==> src/rtl/fpClassPkg.sv <==
package fpClassPkg;
  localparam int OP_W   = 64;
  localparam int CODE_W = 4;
  localparam int HALF_W = OP_W / 2;
  localparam int DBL_EXP_W = 11;
  localparam int DBL_MAN_W = 52;
  localparam int SGL_EXP_W = 8;
  localparam int SGL_MAN_W = 23;

  localparam logic [1:0] SIZE_SINGLE = 2'b00;
  localparam logic [1:0] SIZE_DOUBLE = 2'b01;

  typedef struct packed {
    logic selDouble;
    logic selSingleLo;
    logic selSingleHi;
    logic flagIllegal;
  } laneStrobe_t;
endpackage

==> src/rtl/fpLaneClass.sv <==
module fpLaneClass #(
  parameter int EXP_W = 11,
  parameter int MAN_W = 52,
  localparam int VAL_W = EXP_W + MAN_W + 1
) (
  input  logic [VAL_W-1:0] laneVal,
  output logic [3:0]       laneCode
);
  logic             signBit;
  logic [EXP_W-1:0] expField;
  logic [MAN_W-1:0] manField;
  logic [1:0]       expClass;

  assign signBit  = laneVal[VAL_W-1];
  assign expField = laneVal[MAN_W +: EXP_W];
  assign manField = laneVal[MAN_W-1:0];

  // 00 all zeros, 01 all ones, 10 anything else (sub-class bit held at 0)
  always_comb begin
    if (expField == '0)       expClass = 2'b00;
    else if (&expField)       expClass = 2'b01;
    else                      expClass = 2'b10;
  end

  assign laneCode = {expClass, |manField, signBit};
endmodule

==> src/rtl/fpClassCtrl.sv <==
module fpClassCtrl
  import fpClassPkg::*;
(
  input  logic        clk,
  input  logic        rstN,
  input  logic [1:0]  sizeCode,
  input  logic        simdEn,
  output laneStrobe_t strobe
);
  always_comb begin
    strobe = '0;
    case (sizeCode)
      SIZE_SINGLE: begin
        strobe.selSingleLo = 1'b1;
        strobe.selSingleHi = simdEn;
      end
      SIZE_DOUBLE: strobe.selDouble = 1'b1;
      default:     strobe.flagIllegal = 1'b1;
    endcase
  end

  assert_illegal_no_lane_R9: assert property (@(posedge clk) disable iff (!rstN)
    strobe.flagIllegal |-> !(strobe.selDouble || strobe.selSingleLo || strobe.selSingleHi));
  assert_hi_lane_pairs_R8: assert property (@(posedge clk) disable iff (!rstN)
    strobe.selSingleHi |-> (strobe.selSingleLo && !strobe.selDouble));
endmodule

==> src/rtl/fpClassDatapath.sv <==
module fpClassDatapath
  import fpClassPkg::*;
#(
  parameter bit REG_OUT = 1'b1
) (
  input  logic            clk,
  input  logic            rstN,
  input  logic [OP_W-1:0] opIn,
  input  laneStrobe_t     strobe,
  output logic [OP_W-1:0] resOut,
  output logic            illegalSize
);
  logic [CODE_W-1:0] dblCode, loCode, hiCode;
  logic [OP_W-1:0]   nextRes;

  fpLaneClass #(.EXP_W(DBL_EXP_W), .MAN_W(DBL_MAN_W)) uDbl (
    .laneVal(opIn), .laneCode(dblCode));
  fpLaneClass #(.EXP_W(SGL_EXP_W), .MAN_W(SGL_MAN_W)) uLo (
    .laneVal(opIn[HALF_W-1:0]), .laneCode(loCode));
  fpLaneClass #(.EXP_W(SGL_EXP_W), .MAN_W(SGL_MAN_W)) uHi (
    .laneVal(opIn[OP_W-1:HALF_W]), .laneCode(hiCode));

  always_comb begin
    nextRes = '0;
    if (strobe.selDouble)   nextRes[CODE_W-1:0] = dblCode;
    if (strobe.selSingleLo) nextRes[CODE_W-1:0] = loCode;
    if (strobe.selSingleHi) nextRes[HALF_W +: CODE_W] = hiCode;
  end

  generate
    if (REG_OUT) begin : gReg
      logic primed;
      always_ff @(posedge clk) begin
        if (!rstN) begin
          resOut      <= '0;
          illegalSize <= 1'b0;
          primed      <= 1'b0;
        end else begin
          resOut      <= nextRes;
          illegalSize <= strobe.flagIllegal;
          primed      <= 1'b1;
        end
      end

      assert_sign_tap_R1: assert property (@(posedge clk) disable iff (!rstN)
        (primed && $past(strobe.selDouble)) |-> (resOut[0] == $past(opIn[63])));
      assert_mant_flag_R2: assert property (@(posedge clk) disable iff (!rstN)
        (primed && $past(strobe.selSingleLo)) |-> (resOut[1] == $past(|opIn[22:0])));
      assert_exp_ones_R3: assert property (@(posedge clk) disable iff (!rstN)
        (primed && $past(strobe.selDouble) && $past(&opIn[62:52])) |-> (resOut[3:2] == 2'b01));
      assert_reserved_zero_R5: assert property (@(posedge clk) disable iff (!rstN)
        (resOut[63:36] == '0) && (resOut[31:4] == '0));
      assert_illegal_zero_R9: assert property (@(posedge clk) disable iff (!rstN)
        illegalSize |-> (resOut == '0));
    end else begin : gComb
      assign resOut      = nextRes;
      assign illegalSize = strobe.flagIllegal;
    end
  endgenerate
endmodule

==> src/rtl/fpClassTester.sv <==
module fpClassTester
  import fpClassPkg::*;
#(
  parameter bit REG_OUT = 1'b1
) (
  input  logic        clk,
  input  logic        rstN,
  input  logic [63:0] opIn,
  input  logic [1:0]  sizeCode,
  input  logic        simdEn,
  output logic [63:0] resOut,
  output logic        illegalSize
);
  laneStrobe_t strobe;

  fpClassCtrl uCtrl (
    .clk(clk), .rstN(rstN), .sizeCode(sizeCode), .simdEn(simdEn), .strobe(strobe));

  fpClassDatapath #(.REG_OUT(REG_OUT)) uPath (
    .clk(clk), .rstN(rstN), .opIn(opIn), .strobe(strobe),
    .resOut(resOut), .illegalSize(illegalSize));
endmodule

==> config.mk <==
export PLATFORM = sky130hd
export DESIGN_NAME = fpClassTester
export DESIGN_NICKNAME = d
export VERILOG_FILES = /design/src/rtl/fpClassPkg.sv /design/src/rtl/fpLaneClass.sv /design/src/rtl/fpClassCtrl.sv /design/src/rtl/fpClassDatapath.sv /design/src/rtl/fpClassTester.sv
export SDC_FILE = /design/constraint.sdc
export NUM_CORES = 1
export LEC_CHECK = 0
export BUFFER_PORTS_ARGS = -buffer_cell sky130_fd_sc_hd__buf_4
export CAP_MARGIN = 30
export CORE_UTILIZATION = 27
export CTS_CLUSTER_DIAMETER = 100
export CTS_CLUSTER_SIZE = 28
export DETAILED_ROUTE_END_ITERATION = 10
export HOLD_SLACK_MARGIN = 0.08
export PLACE_DENSITY = 0.84
export RECOVER_POWER = 50
export REMOVE_ABC_BUFFERS = 1
export SYNTH_ARGS = -nofsm -noshare
export SYNTH_HDL_FRONTEND = slang
export SYNTH_SLANG_ARGS = --single-unit
==> constraint.sdc <==
create_clock -name clk -period 1 [get_ports clk]
set_input_delay 0.15 -clock clk [delete_from_list [all_inputs] [get_ports clk]]
set_output_delay 0.15 -clock clk [all_outputs]
set_load 0.005 [all_outputs]
==> out/qor.yml, run 1 <==
outcome: "completed"
yosysSeqAreaShare: 0.195
synth_area_um2: 922
fin_ws_ps: 50.2
peakVddDrop_v: 0.000284
required_ps: 1110
yosysWarningCount: 0
swShare: 0.268
cts-buffers-inserted: 3
clock_power_share: 0.261
period_share: 0.950
grt_overflow: 0
drt_iter0_drc: 13
core-area_um2: 3150
die_height_um: 60.4
totalPowerFinal_mw: 1.02
whs_ps: 110
utilization: 0.471
drv_slew: 0
start_kind: "primary input"
synth-async-reset-ratio: 0
stdcell_count: 241
power.internal_uw: 746
drc_errors: 0
hold_path.class: "in -> reg"
drive_gt1_frac: 0.467
htree_num_levels: 1
grt_start_max_net_pins: 8
share_comb_of_total_power: 0.373
cts-root-buf: "clkbuf_4"
rows: 20
via_count: 939
critical_path.max_fanout: 2
post-route-min-period_ps: 950
io_buffers: 77
post-dp-hpwl_um: 2220
synthCells: 115
post_drt_via_cell_ratio: 3.90
track_usage: 0.123
tritoncts: "done"
setup_viol: 0
start_util: 0.292
arrival_ps: 1060
switchingPower_uw: 273
design_area_um2: 1490
ant_nets: 0
finalSetupTns_ps: 0
die_w_um: 60.4
cts_buffer_depth: 2
clock-sinks: 9
grt_pass1_wl_um: 3370
dp.cells: 237
syn_to_final_growth_pct: 61.2
synthDistinctLibCells: 27
synth_area_per_cell_um2: 8.02
antenna_found_initial: 0
p_leak_nw: 0.734
max_freq_ghz: 1.05
routedWlPerCell_um: 10.4
final_common_cell: "buf_4"
final_cell_mix: "buf_4 (68), conb_1 (56), dfxtp_1 (9)"
placed_area_um2: 1360
n_fill_cell: 335
ys_ff_latch: 9
finalNetCount: 267
cp-end-kind: "flip-flop"
clk_pin_slew_ps: 60
power.density_nw_per_um2: 685
dieArea_um2: 3650
maxCapViolCount: 0
ioPinCount: 134
final_hold_viol_count: 0
ctsHoldBuffers: 0
totalWireLength_um: 2510
pwr-share-seq: 0.366
place.gp.congestion: 0.750
dp_slack_ps: -338
grt_pass1_vias: 785
n_antenna_cell: 0
rsz0062_at_grt: "true"
yosys_most_used_dff: "dfxtp_1"
synth_edf_count: 0
path_class: "in -> reg"
dr.pass1.iters: 4
## what timing repair did
item                                    CTS  global route
resized for setup                         8            12
pin swaps                                 5             9
buffers inserted                          0             0
endpoints found under the setup margin    1             2
## Yosys cell counts, drive strengths merged, types with 2 or more instances
library cell  instances  area share
nor4                 14        0.11
a21oi                 2       0.011
or2                   2       0.014
nand2                 4       0.016
nor3                  3       0.016
and2                  2       0.014
nand3                 2       0.011
nor2                  3       0.012
dfxtp                 9        0.20
nand4                 4       0.027
buf                  56        0.46
## cell type report
class                           count  area, um2  area share
Sequential cell                     9        180       0.121
Multi-Input combinational cell    103        598       0.402
Timing Repair Buffer               80        623       0.419
Tap cell                           44       55.1      0.0370
Clock buffer                        4       26.3      0.0177
Inverter                            1       3.75     0.00253
## critical path, cell delays in order
cell and delay, ps:
buf_6 100, nor4_4 250, nand2_1 100, o41ai_2 320, a41oi_1 150
## cells by family (layout without fill, tap and decap cells)
group                  Yosys count  after routing  synth area share
AOI/OAI and AO/OA                7              7            0.0638
buffers and inverters           58             85             0.464
DFF                              9              9             0.195
muxes                            1              1            0.0109
other                            1             56           0.00407
and+or+nand+nor                 39             39             0.262
## power by group through the flow
stage,Clock [mW],Combinational [mW],Sequential [mW]
floorplan,0,0.0835,0.382
global route,0.295,0.416,0.374
global placement,0,0.331,0.380
detailed placement,0,0.337,0.381
finish,0.266,0.380,0.373
CTS,0.275,0.355,0.373
## per-layer routing
metal	wire, um	track usage
met3	208	0.0213
met5	0	0
met1	861	0.136
met4	8	0.0390
met2	1430	0.235
## flip-flops by register name, indices dropped and copies added (netlist names)
signal / count
uPath.illegalSize: 1
uPath.resOut: 8
## worst paths after layout
path,start,to,slack (ps),cells past startpoint
hold / removal,opIn[63],uPath.resOut[32],110,2
setup / recovery,opIn[40],uPath.resOut[1],50,5
(Power assumes the default switching activity.)
==> inputs of run 2 (changes only) <==
- CELL_PAD_IN_SITES_DETAIL_PLACEMENT: unset -> 0
- CELL_PAD_IN_SITES_GLOBAL_PLACEMENT: unset -> 1
- CORE_UTILIZATION: 27 -> 16
- PLACE_DENSITY: 0.84 -> 0.83
==> out/qor.yml, run 2 (synthesis results as in run 1) <==
post-dp-hpwl_um: 2180  # -1.9%
post_drt_via_cell_ratio: 3.49  # -10%
use_met1: 0.0803  # -0.0561
finalNetCount: 268  # +0.37%
grt_pass1_vias: 825  # +5.1%
share_comb_of_total_power: 0.324  # -0.049
stdcell_count: 270  # +12%
clock_power_share: 0.353  # +0.092
finalSetupTns_ps: -12.7  # -12.7 ps
post_cts_buffers: 0  # unchanged
htree_num_levels: 1  # unchanged
hold_path.class: "in -> reg"
n_antenna_cell: 0  # unchanged
final_hold_viol_count: 0  # unchanged
path_cells: "buf_4 > nor4_4 > nand2_1 > o41ai_2 > a41oi_1"
use_met2: 0.149  # -0.0868
cp.depth: 5  # unchanged
final_cell_mix: "buf_4 (68), conb_1 (56), dfxtp_1 (9)"
start_kind: "primary input"
ioPinCount: 134  # unchanged
antenna_found_initial: 0  # unchanged
outcome: "finished, violations left"
p_leak_nw: 0.742  # +1.2%
critical_path.max_fanout: 2  # unchanged
clk_pin_slew_ps: 40  # -20 ps
period_share: 1.01  # +0.0629
utilization: 0.279  # -0.193
routedWlPerCell_um: 8.75  # -16%
via_count: 943  # +0.43%
totalWireLength_um: 2360  # -5.9%
crit_family: "compound AO/OA/AOI/OAI gates"
rsz0062_at_grt: "true"
start_util: 0.166  # -0.126
grt_start_max_net_pins: 8  # unchanged
drt_iter0_drc: 10  # -3
power.density_nw_per_um2: 751  # +9.5%
arrival_ps: 1100  # +40 ps
reg_top3: "uPath.resOut: 8 flops, uPath.illegalSize: 1 flops"
switchingPower_uw: 289  # +6.0%
track_usage: 0.0761  # -0.0469
violations: "setup timing"
cts-root-buf: "clkbuf_8"
core-area_um2: 5540  # +76%
slowest_delay_ps: 330  # about the same
final_common_cell: "buf_4"
critPathBufInv: 1  # unchanged
die_w_um: 77.9  # +29%
largest_reg_flops: 8  # unchanged
post-route-min-period_ps: 1010  # +62.9 ps
max_freq_ghz: 0.987  # -6.2%
place.gp.congestion: 0.655  # -13%
rows: 27  # +35%
clock-sinks: 9  # unchanged
required_ps: 1090  # -20 ps
fin_ws_ps: -12.7  # -62.9 ps
drive_gt1_frac: 0.470  # +0.00269
cts_buffer_depth: 2  # unchanged
path_class: "in -> reg"
slowest_stage: "o41ai_2"
min_path_cells: 2  # unchanged
totalPowerFinal_mw: 1.16  # +14%
pwr-share-seq: 0.323  # -0.043
cts-buffers-inserted: 3  # unchanged
maxCapViolCount: 0  # unchanged
ant_nets: 0  # unchanged
peakVddDrop_v: 0.000568  # +100%
met3_usage: 0.0235  # +0.00221
power.internal_uw: 870  # +17%
ctsHoldBuffers: 0  # unchanged
swShare: 0.249  # -0.0183
cp-end-kind: "flip-flop"
io_buffers: 77  # unchanged
dieArea_um2: 6070  # +66%
drv_slew: 0  # unchanged
grt_overflow: 0  # unchanged
gr-max-usage-layer: "met2"
grt_pass1_wl_um: 3590  # +6.3%
dp.cells: 266  # +12%
drc_errors: 0  # unchanged
regMostFlops: "uPath.resOut"
dr.pass1.iters: 4  # unchanged
syn_to_final_growth_pct: 67.4
die_height_um: 77.9  # +29%
setup_viol: 1  # +1
tritoncts: "done"
## run 2: path summary, 6_finish.rpt
kind                     from                end  slack (ps)
setup / recovery     opIn[34]    uPath.resOut[1]         -10
hold / removal    sizeCode[1]  uPath.illegalSize         120
## run 2: metrics by stage
| step | setup WS [ps] | cell area (um2) | hold slack [ps] |
|---|---|---|---|
| 4_1_cts | -63.9 | 1510 | 121 |
| 2_1_floorplan | -44.0 | 704 | 272 |
| 5_1_grt | -86.3 | 1540 | 125 |
| 6_report | -12.7 | 1540 | 125 |
| 3_3_place_gp | -336 | 1400 | 363 |
| 3_5_place_dp | -356 | 1400 | 363 |
## run 2: layout make-up
type,instances,area (um2)
Inverter,1,3.75
Clock buffer,4,45.0
Multi-Input combinational cell,103,602
Sequential cell,9,180
Fill cell,614,4000
Tap cell,72,90.1
Timing Repair Buffer,81,623
## run 2: power groups by stage
stage                     Combinational [mW]  Sequential [mW]  Clock, mW
after detailed placement               0.339            0.381          0
after global placement                 0.333            0.382          0
after global routing                   0.417            0.374      0.448
after floorplan                       0.0835            0.382          0
after CTS                              0.362            0.374      0.425
final                                  0.376            0.374      0.409
## run 2: per-layer routing
layer  share of wire  wire [um]  vias up
li1                -          -      458
met1            0.32        767      413
met2            0.55       1310       72
met3            0.12        286        0
met4               0          0        0
met5               0          0        -
## run 2: what timing repair did
item                                    4_1_cts  5_1_grt
gates resized for setup                      10        8
pin swaps                                     3       10
endpoints found under the setup margin        2        3
cloned                                        0        0
==> inputs of run 3 (changes only) <==
- CTS_BUF_LIST: unset -> sky130_fd_sc_hd__clkbuf_4
==> out/qor.yml, run 3 (synthesis results as in run 1) <==
largest_reg_flops: 8  # unchanged
reg_top3: "uPath.resOut: 8 flops, uPath.illegalSize: 1 flops"
violations: "setup timing"
via_count: 943  # unchanged
dp.cells: 266  # unchanged
drc_errors: 0  # unchanged
min-delay-start: "opIn[63]"
clk_pin_slew_ps: 60  # +20 ps
whs_ps: 102  # -23.0 ps
ioPinCount: 134  # unchanged
final_hold_viol_count: 0  # unchanged
totalPowerFinal_mw: 1.05  # -9.8%
placed_area_um2: 1400  # unchanged
required_ps: 1120  # +30 ps
cts-root-buf: "clkbuf_4"
cp-end-kind: "flip-flop"
path_class: "in -> reg"
design_area_um2: 1520  # -1.5%
die_height_um: 77.9  # unchanged
regMostFlops: "uPath.resOut"
rsz0062_at_grt: "true"
hold_path.class: "in -> reg"
drt_iter0_drc: 18  # +8
dieArea_um2: 6070  # unchanged
n_fill_cell: 616  # +0.33%
drive_gt1_frac: 0.480  # +0.0101
final_common_cell: "buf_4"
die_w_um: 77.9  # unchanged
fin_ws_ps: -26.8  # -14.1 ps
track_usage: 0.0756  # -0.000492
whs_endpoint: "uPath.resOut[32]"
htree_num_levels: 1  # unchanged
grt_pass1_vias: 814  # -1.3%
post_drt_via_cell_ratio: 3.49  # unchanged
power.density_nw_per_um2: 687  # -8.5%
start_kind: "primary input"
tritoncts: "done"
antenna_found_initial: 0  # unchanged
critical_path.max_fanout: 2  # unchanged
clock-sinks: 9  # unchanged
n_antenna_cell: 0  # unchanged
p_leak_nw: 0.740  # -0.32%
finalSetupTns_ps: -26.8  # -14.1 ps
maxCapViolCount: 0  # unchanged
period_share: 1.03  # +0.0141
dr.pass1.iters: 4  # unchanged
core-area_um2: 5540  # unchanged
setup_viol: 1  # unchanged
dp_slack_ps: -356  # unchanged
cts-buffers-inserted: 3  # unchanged
grt_overflow: 0  # unchanged
max_freq_ghz: 0.974  # -1.4%
post-route-min-period_ps: 1030  # +14.1 ps
arrival_ps: 1150  # +50 ps
utilization: 0.275  # -0.00406
drv_slew: 0  # unchanged
start_util: 0.166  # unchanged
post_cts_buffers: 0  # unchanged
peakVddDrop_v: 0.000425  # -25%
stdcell_count: 270  # unchanged
final_cell_mix: "buf_4 (71), conb_1 (56), clkbuf_4 (10)"
rows: 27  # unchanged
min_path_cells: 2  # unchanged
place.gp.congestion: 0.655  # unchanged
finalNetCount: 268  # unchanged
ant_nets: 0  # unchanged
syn_to_final_growth_pct: 65.0
cts_buffer_depth: 2  # unchanged
io_buffers: 77  # unchanged
outcome: "finished, violations left"
totalWireLength_um: 2390  # +1.3%
grt_pass1_wl_um: 3550  # -1.2%
post-dp-hpwl_um: 2180  # unchanged
grt_start_max_net_pins: 8  # unchanged
routedWlPerCell_um: 8.87  # +1.3%
run 3: cell counts in the layout (fill, tap and decap cells not counted):
No cell type changed its count.
run 3: area by class of cell:
cell class | instances | area [um2] | area share
Tap cell | 72 | 90.1 | 0.0592
Timing Repair Buffer | 81 | 619 | 0.407
Clock buffer | 4 | 30.0 | 0.0197
Multi-Input combinational cell | 103 | 598 | 0.393
Sequential cell | 9 | 180 | 0.118
Inverter | 1 | 3.75 | 0.00247
run 3: worst max path at each step:
stage	from	endpoint	depth (start not counted)
after floorplan	opIn[34]	uPath.resOut[1]	4
after global placement	opIn[38]	uPath.resOut[33]	5
after detailed placement	opIn[29]	uPath.resOut[1]	5
after CTS	opIn[34]	uPath.resOut[1]	5
after global routing	opIn[29]	uPath.resOut[1]	5
final	opIn[26]	uPath.resOut[1]	5
run 3: what timing repair did:
action | in CTS | in global routing
hold buffers | 0 | 0
cloned | 0 | 0
endpoints found under the setup margin | 2 | 2
gates resized for setup | 5 | 11
hold endpoints to repair | 0 | 0
pin swaps | 2 | 8
run 3: routing by layer:
layer | up-vias | routed length, um | global-route usage
li1 | 457 | - | -
met1 | 413 | 793 | 0.0768
met3 | 0 | 277 | 0.0235
met5 | - | 0 | 0
met2 | 73 | 1320 | 0.149
met4 | 0 | 0 | 0.0167
run 3: worst max-delay path, cell delays in order:
cell,delay (ps)
buf_4,120
nor4_4,250
nand2_2,120
o41ai_2,350
a41oi_1,150
run 3: report_power, final:
part | internal [mW] | leakage, nW | switching (mW)
registers | 0.370 | 0.0736 | 0.00268
logic | 0.220 | 0.648 | 0.153
clock network | 0.180 | 0.0184 | 0.119
